--- config.mk ---
export PLATFORM = sky130hd
export DESIGN_NAME = iotw_top
export DESIGN_NICKNAME = d
export VERILOG_FILES = /design/src/rtl/iotw_pkg.sv /design/src/rtl/iotw_ctrl.sv /design/src/rtl/iotw_dpath.sv /design/src/rtl/iotw_top.sv
export SDC_FILE = /design/constraint.sdc
export NUM_CORES = 2
export LEC_CHECK = 0
export ABC_CLOCK_PERIOD_IN_PS = 10900
export BUFFER_PORTS_ARGS = -buffer_cell sky130_fd_sc_hd__buf_2
export CAP_MARGIN = 20
export CORE_UTILIZATION = 65
export CTS_BUF_LIST = sky130_fd_sc_hd__clkbuf_4
export DETAILED_ROUTE_END_ITERATION = 7
export GPL_TIMING_DRIVEN = 0
export MAX_ROUTING_LAYER = met4
export PLACE_DENSITY = 0.83
export SLEW_MARGIN = 15
export SYNTH_ARGS = -nofsm -noshare
export SYNTH_HDL_FRONTEND = slang
export SYNTH_HIERARCHICAL = 1
export SYNTH_SLANG_ARGS = --single-unit
--- constraint.sdc ---
create_clock -name clk -period 10.9 [get_ports clk]
set_input_delay 1.09 -clock clk [delete_from_list [all_inputs] [get_ports clk]]
set_output_delay 1.09 -clock clk [all_outputs]
set_load 0.05 [all_outputs]
--- src/rtl/iotw_pkg.sv ---
package iotw_pkg;

  localparam int VA_W      = 40;
  localparam int PA_W      = 40;
  localparam int MA_W      = 39;
  localparam int WORD_W    = 64;
  localparam int NUM_TBL   = 32;
  localparam int TBL_W     = $clog2(NUM_TBL);
  localparam int BASE_SH   = 13;
  localparam int FLT_W     = 3;
  localparam int SHAMT_W   = 6;
  localparam int PAGE_CNT0 = 1024;

  localparam logic [FLT_W-1:0] FLT_NONE   = 3'd0;
  localparam logic [FLT_W-1:0] FLT_DESC   = 3'd1;
  localparam logic [FLT_W-1:0] FLT_PGSZ   = 3'd2;
  localparam logic [FLT_W-1:0] FLT_UNDER  = 3'd3;
  localparam logic [FLT_W-1:0] FLT_RANGE  = 3'd4;
  localparam logic [FLT_W-1:0] FLT_ENTRY  = 3'd5;
  localparam logic [FLT_W-1:0] FLT_WRDENY = 3'd6;

  typedef enum logic [2:0] {
    ST_IDLE, ST_DESC, ST_CALC, ST_MEMREQ, ST_MEMRESP, ST_DONE
  } walk_state_t;

  typedef struct packed {
    logic capReq;
    logic loadDesc;
    logic loadAddr;
    logic loadEntry;
  } walk_strobe_t;

endpackage

--- src/rtl/iotw_ctrl.sv ---
module iotw_ctrl
  import iotw_pkg::*;
(
  input  logic                clk,
  input  logic                rstN,
  input  logic                reqValid,
  output logic                reqReady,
  input  logic                memReqReady,
  output logic                memReqValid,
  input  logic                memRspValid,
  input  logic [FLT_W-1:0]    calcFault,
  output logic                doneValid,
  output walk_strobe_t        stb
);

  walk_state_t state, stateNext;

  always_comb begin
    stateNext = state;
    unique case (state)
      ST_IDLE:    if (reqValid) stateNext = ST_DESC;
      ST_DESC:    stateNext = ST_CALC;
      ST_CALC:    stateNext = (calcFault != FLT_NONE) ? ST_DONE : ST_MEMREQ;
      ST_MEMREQ:  if (memReqReady) stateNext = ST_MEMRESP;
      ST_MEMRESP: if (memRspValid) stateNext = ST_DONE;
      ST_DONE:    stateNext = ST_IDLE;
      default:    stateNext = ST_IDLE;
    endcase
  end

  always_ff @(posedge clk) begin
    if (!rstN) state <= ST_IDLE;
    else       state <= stateNext;
  end

  assign reqReady    = (state == ST_IDLE);
  assign memReqValid = (state == ST_MEMREQ);
  assign doneValid   = (state == ST_DONE);

  always_comb begin
    stb           = '0;
    stb.capReq    = (state == ST_IDLE) && reqValid;
    stb.loadDesc  = (state == ST_DESC);
    stb.loadAddr  = (state == ST_CALC);
    stb.loadEntry = (state == ST_MEMRESP) && memRspValid;
  end

  assert_busy_after_accept_R1: assert property (@(posedge clk) disable iff (!rstN)
    reqValid && reqReady |=> !reqReady);

  assert_done_one_cycle_R10: assert property (@(posedge clk) disable iff (!rstN)
    doneValid |=> !doneValid);

  assert_req_held_R6: assert property (@(posedge clk) disable iff (!rstN)
    memReqValid && !memReqReady |=> memReqValid);

endmodule

--- src/rtl/iotw_dpath.sv ---
module iotw_dpath
  import iotw_pkg::*;
(
  input  logic                clk,
  input  logic                rstN,
  input  walk_strobe_t        stb,
  input  logic [VA_W-1:0]     reqVa,
  input  logic [TBL_W-1:0]    reqTable,
  input  logic                reqDmaWr,
  input  logic                descWrEn,
  input  logic [TBL_W-1:0]    descWrIdx,
  input  logic [WORD_W-1:0]   descWrData,
  input  logic [WORD_W-1:0]   memRspData,
  output logic [FLT_W-1:0]    calcFault,
  output logic [MA_W-1:0]     memReqAddr,
  output logic [PA_W-1:0]     donePa,
  output logic [FLT_W-1:0]    doneFault,
  output logic                doneKeyValid
);

  localparam int BYTES = WORD_W / 8;

  logic [WORD_W-1:0] descFile [NUM_TBL];
  logic [VA_W-1:0]   vaQ;
  logic [TBL_W-1:0]  tblQ;
  logic              wrQ;
  logic [WORD_W-1:0] descQ;
  logic [MA_W-1:0]   addrQ;
  logic [FLT_W-1:0]  faultQ;
  logic [PA_W-1:0]   paQ;
  logic              keyQ;

  always_ff @(posedge clk) begin
    if (descWrEn) descFile[descWrIdx] <= descWrData;
  end

  // descriptor fields
  logic              dValid;
  logic [25:0]       dBaseHi;
  logic [26:0]       dOffset;
  logic [2:0]        dPgSz;
  logic [3:0]        dTblSz;
  assign dValid  = descQ[63];
  assign dBaseHi = descQ[59:34];
  assign dOffset = descQ[33:7];
  assign dPgSz   = descQ[6:4];
  assign dTblSz  = descQ[3:0];

  logic [SHAMT_W-1:0] shiftAmt;
  logic [VA_W-1:0]    pageNum, adjPage, numPages, lowMask;
  logic               pgIllegal, under, outRange;
  logic [MA_W-1:0]    entryAddr;

  always_comb begin
    shiftAmt  = SHAMT_W'(BASE_SH) + SHAMT_W'(dPgSz) * SHAMT_W'(3);
    pageNum   = vaQ >> shiftAmt;
    lowMask   = (VA_W'(1) << shiftAmt) - VA_W'(1);
    pgIllegal = (dPgSz == 3'd2) || (dPgSz == 3'd4) || (dPgSz == 3'd6) || (dPgSz == 3'd7);
    under     = pageNum < VA_W'(dOffset);
    adjPage   = pageNum - VA_W'(dOffset);
    numPages  = VA_W'(PAGE_CNT0) << dTblSz;
    outRange  = adjPage > numPages;
    entryAddr = {dBaseHi, {BASE_SH{1'b0}}} + {adjPage[MA_W-4:0], 3'b000};
    if (!dValid)        calcFault = FLT_DESC;
    else if (pgIllegal) calcFault = FLT_PGSZ;
    else if (under)     calcFault = FLT_UNDER;
    else if (outRange)  calcFault = FLT_RANGE;
    else                calcFault = FLT_NONE;
  end

  // little-endian memory word to logical order
  logic [WORD_W-1:0] entry;
  for (genvar b = 0; b < BYTES; b++) begin : g_swap
    assign entry[8*b +: 8] = memRspData[8*(BYTES-1-b) +: 8];
  end

  logic              eValid, eWrite, eKey;
  logic [25:0]       eDataHi;
  logic [FLT_W-1:0]  entFault;
  assign eValid  = entry[0];
  assign eWrite  = entry[1];
  assign eKey    = entry[2];
  assign eDataHi = entry[38:13];

  always_comb begin
    if (!eValid)                entFault = FLT_ENTRY;
    else if (wrQ && !eWrite)    entFault = FLT_WRDENY;
    else                        entFault = FLT_NONE;
  end

  always_ff @(posedge clk) begin
    if (!rstN) begin
      vaQ    <= '0;
      tblQ   <= '0;
      wrQ    <= 1'b0;
      descQ  <= '0;
      addrQ  <= '0;
      faultQ <= FLT_NONE;
      paQ    <= '0;
      keyQ   <= 1'b0;
    end else begin
      if (stb.capReq) begin
        vaQ    <= reqVa;
        tblQ   <= reqTable;
        wrQ    <= reqDmaWr;
        faultQ <= FLT_NONE;
        paQ    <= '0;
        keyQ   <= 1'b0;
      end
      if (stb.loadDesc) descQ <= descFile[tblQ];
      if (stb.loadAddr) begin
        faultQ <= calcFault;
        addrQ  <= entryAddr;
      end
      if (stb.loadEntry) begin
        faultQ <= entFault;
        if (entFault == FLT_NONE) begin
          paQ  <= {1'b0, eDataHi, {BASE_SH{1'b0}}} | (vaQ & lowMask);
          keyQ <= eKey;
        end
      end
    end
  end

  assign memReqAddr   = addrQ;
  assign donePa       = paQ;
  assign doneFault    = faultQ;
  assign doneKeyValid = keyQ;

  logic unusedBits;
  assign unusedBits = ^{descQ[62:60], entry[63:39], entry[12:3]};

  assert_fault_code_legal_R10: assert property (@(posedge clk) disable iff (!rstN)
    stb.loadAddr |=> doneFault <= FLT_RANGE);

endmodule

--- src/rtl/iotw_top.sv ---
module iotw_top
  import iotw_pkg::*;
(
  input  logic         clk,
  input  logic         rstN,
  input  logic         reqValid,
  output logic         reqReady,
  input  logic [39:0]  reqVa,
  input  logic [4:0]   reqTable,
  input  logic         reqDmaWr,
  input  logic         descWrEn,
  input  logic [4:0]   descWrIdx,
  input  logic [63:0]  descWrData,
  output logic         memReqValid,
  input  logic         memReqReady,
  output logic [38:0]  memReqAddr,
  input  logic         memRspValid,
  input  logic [63:0]  memRspData,
  output logic         doneValid,
  output logic [39:0]  donePa,
  output logic [2:0]   doneFault,
  output logic         doneKeyValid
);

  walk_strobe_t     stb;
  logic [FLT_W-1:0] calcFault;

  iotw_ctrl u_ctrl (
    .clk         (clk),
    .rstN        (rstN),
    .reqValid    (reqValid),
    .reqReady    (reqReady),
    .memReqReady (memReqReady),
    .memReqValid (memReqValid),
    .memRspValid (memRspValid),
    .calcFault   (calcFault),
    .doneValid   (doneValid),
    .stb         (stb)
  );

  iotw_dpath u_dpath (
    .clk          (clk),
    .rstN         (rstN),
    .stb          (stb),
    .reqVa        (reqVa),
    .reqTable     (reqTable),
    .reqDmaWr     (reqDmaWr),
    .descWrEn     (descWrEn),
    .descWrIdx    (descWrIdx),
    .descWrData   (descWrData),
    .memRspData   (memRspData),
    .calcFault    (calcFault),
    .memReqAddr   (memReqAddr),
    .donePa       (donePa),
    .doneFault    (doneFault),
    .doneKeyValid (doneKeyValid)
  );

  assert_addr_stable_R6: assert property (@(posedge clk) disable iff (!rstN)
    memReqValid && !memReqReady |=> $stable(memReqAddr));

  assert_addr_aligned_R6: assert property (@(posedge clk) disable iff (!rstN)
    memReqValid |-> memReqAddr[2:0] == 3'b000);

  assert_fault_clears_pa_R10: assert property (@(posedge clk) disable iff (!rstN)
    doneValid && doneFault != 3'd0 |-> donePa == 40'd0 && !doneKeyValid);

endmodule

==> results.toml <==
[outcome]
status = "completed"

[synthesis]
synth.most_common_cell = "edfxtp_1"
yosysWarnings = 6
synth_area_um2 = 86900
synth_common_cells = "edfxtp_1 (1952), mux4_2 (611), clkbuf_1 (190), dfxtp_1 (190), nand2_1 (186)"
synth_xor_area_share_pct = 0.562
synthFlopType = "edfxtp_1"
yosysUniqueCellTypes = 85
synth_top_family_by_area = "multiplexers"
synth.mux.area_fraction_pct = 17.7
synth-edff-count = 1952
synth-seq-cells = 2142
async_flop_share_pct = 0
netlist.area_leader.share_pct = 67.5
yosysTopAreaCell = "edfxtp_1"
seq_area_frac_synth_pct = 71.8
synthSimpleGateAreaFrac_pct = 3.63
syn_area_per_cell_um2 = 19.6
synth_area_leaders = "edfxtp_1 (67%), mux4_2 (16%), dfxtp_1 (4.4%), mux2i_1 (1.7%), ha_1 (1.2%)"
syn_inst = 4434
synth-adder-area-share_pct = 1.27
synth_compound_area_share_pct = 3.62

[grt]
grt_pass1_wl_um = 381000
antenna_found_initial = 32
grt_pass1_vias = 53918
grt_use_total_pct = 41.7
overflow = 0
grt_max_degree = 33

[die]
io-pin-count = 271
die_width_um = 368
die_h_um = 368
dieArea_um2 = 135000
core_area_um2 = 132000
initial_core_util_pct = 65.8
rows = 133

[timing]
slew_violations = 0
rsz0062_at_grt = "false"
fin_setup_tns_ps = 0
whs_ps = 120
min_period_over_period_pct = 81.6
fin_crit_ps = 8890
slew_headroom_pct = 9.25
fmax_mhz = 112
hold_violations = 0
finClkSkew_ps = 88.2
tightest_slew_ps = 1320
setup_viol = 0

[placement]
port_buffers = 229
dp_cells = 6534
post-dp-hpwl_um = 170000
placedInstanceArea_um2 = 92900
gp_congestion = 0.950

[clocking]
clock-sinks = 2142
clk_latency_ps = 1390
tritoncts = "yes"
root_buffer = "clkbuf_4"
clk_pin_slew_ps = 60
cts_max_level = 6
cts_setup_buffers = 0
cts_buffers = 538
cts_buffer_depth = 4

[power_and_ir_drop]
worst_ir_drop_vdd_uv = 257
intPower_mw = 16.2
powerDensity_nw_per_um2 = 255
switching_share_pct = 36.7
p_seq_share_pct = 36.9
p_leak_nw = 33.0
p_clk_share_pct = 26.1
p_comb_share_pct = 37.0
p_sw_mw = 9.38

[min_path]
min_from = "memRspData[40]"
worstHoldPathType = "in2reg"
min_to = "u_dpath/donePa[16]"
holdPathStages = 3

[route]
wl_per_cell_um = 36.1
drt-initial-drc-count = 8418
viasPerCell = 7.04
vias = 53147
dr.pass1.iters = 6
wl_um = 272000
route.detailed.drc = 0
antenna_left = 0

[critical_path]
crit_path_end_kind = "flip-flop"
slowest_stage = "o31ai_1"
critPathArrivalTime_ps = 10130
start_kind = "flip-flop"
worst_r2r_path_depth = 32
path_class = "reg2reg"
r2r-start = "u_dpath/descQ[4]"
r2r_slack_ps = 2010
rr_endpoint = "u_dpath/memReqAddr[31]"
crit_fanout = 11
worstPathRequired_ps = 12140
max_stage_delay_ps = 690

[finish]
layout.cells.non_filler = 7550
drive_gt1_share_pct = 32.4
fill_cells = 6829
fin_nets = 5674
design_area_um2 = 100000
fin_util_pct = 76.0
synthToLayoutAreaGrowth_pct = 15.4

[flow_run]
maxCapViolCount = 0
-- cells by family after synthesis --
logic type      after synthesis
buf+inv                     308
xor+xnor                     54
compound gates              448
simple gates                625
other cells                   1
fa+ha+maj                    85
mux                         771
flops                      2142
-- flip-flops by register name, indices dropped and copies added (netlist names) --
signal / flops
u_dpath/descFile: 1952
u_dpath/descQ: 61
u_dpath/donePa: 40
u_dpath/vaQ: 40
u_dpath/memReqAddr: 36
u_dpath/tblQ: 5
u_ctrl/state: 3
u_dpath/doneFault: 3
u_dpath/doneKeyValid: 1
u_dpath/wrQ: 1
-- worst max-delay path by stage --
stage	from	end	slack [ps]	cells past startpoint
6_report	u_dpath/descQ[4]	u_dpath/memReqAddr[31]	2010	32
5_1_grt	u_dpath/descQ[4]	u_dpath/memReqAddr[31]	1260	32
4_1_cts	u_dpath/descQ[4]	u_dpath/memReqAddr[31]	2130	32
3_5_place_dp	u_dpath/descQ[4]	u_dpath/memReqAddr[31]	2210	32
3_3_place_gp	descWrIdx[0]	u_dpath/descFile[12][18]	2260	4
2_1_floorplan	u_dpath/descQ[4]	u_dpath/memReqAddr[35]	3720	32
-- placed cells by master, fill, tap and decap left out, types with 73 or more instances in the layout --
cell type	Yosys	layout
a21oi_1	112	112
nor2_1	137	105
buf_12	0	73
buf_2	6	235
dfxtp_1	190	190
clkinv_1	0	107
mux2i_1	149	149
edfxtp_1	1952	1952
nand2_1	186	186
mux4_2	611	611
clkbuf_1	190	176
clkbuf_4	0	739
nor2b_1	91	91
ha_1	80	80
-- per-layer routing --
| metal | vias to the layer above | part of all wire [%] | GRT usage [%] | wire length (µm) |
|---|---|---|---|---|
| met5 | - | 0 | - | 0 |
| met4 | 0 | 6.8 | 24.7 | 18400 |
| met3 | 1137 | 14 | 12.7 | 38700 |
| met2 | 5158 | 47 | 63.2 | 129000 |
| met1 | 26363 | 32 | 49.8 | 86200 |
| li1 | 20489 | - | - | - |
-- worst max-delay path, delay by kind of cell (launching register included) --
kind	cells	cell delay (ps)
buffers and inverters	5	1690
and+or+nand+nor	3	330
DFF	1	610
adders and majority gates	3	1080
AOI/OAI and AO/OA	17	4290
muxes	3	590
xor gates and xnor gates	1	180
-- per-stage QoR --
stage	setup WS (ps)	total power, mW
2_1_floorplan	3720	15.8
3_3_place_gp	2260	18.5
3_5_place_dp	2210	18.7
4_1_cts	2130	25.3
5_1_grt	1260	26.6
6_report	2010	25.6
-- power groups by stage --
stage	combinational (mW)	clock (mW)	sequential, mW
6_report	9.45	6.68	9.43
5_1_grt	10.1	7.12	9.45
4_1_cts	9.20	6.72	9.42
3_5_place_dp	9.08	0	9.60
3_3_place_gp	8.89	0	9.59
2_1_floorplan	6.13	0	9.71
-- what timing repair did --
action | CTS | global route
gates resized for setup | 0 | 0
hold buffers | 63 | 0
endpoints found under the hold margin | 64 | 0
-- final cells by class --
cell class              count  area, µm²  share of cell area (%)
clock buffers             739       5550                    5.53
flip-flops and latches   2142      62400                    62.2
repair buffers            428       4460                    4.44
inverters                  57        214                   0.213
well taps                1755       2200                    2.19
plain buffers             251        991                   0.988
multi-input cells        1986      23500                    23.5
diodes                     38       95.1                  0.0948
clock inverters           154        850                   0.847
(Power assumes the default switching activity.)
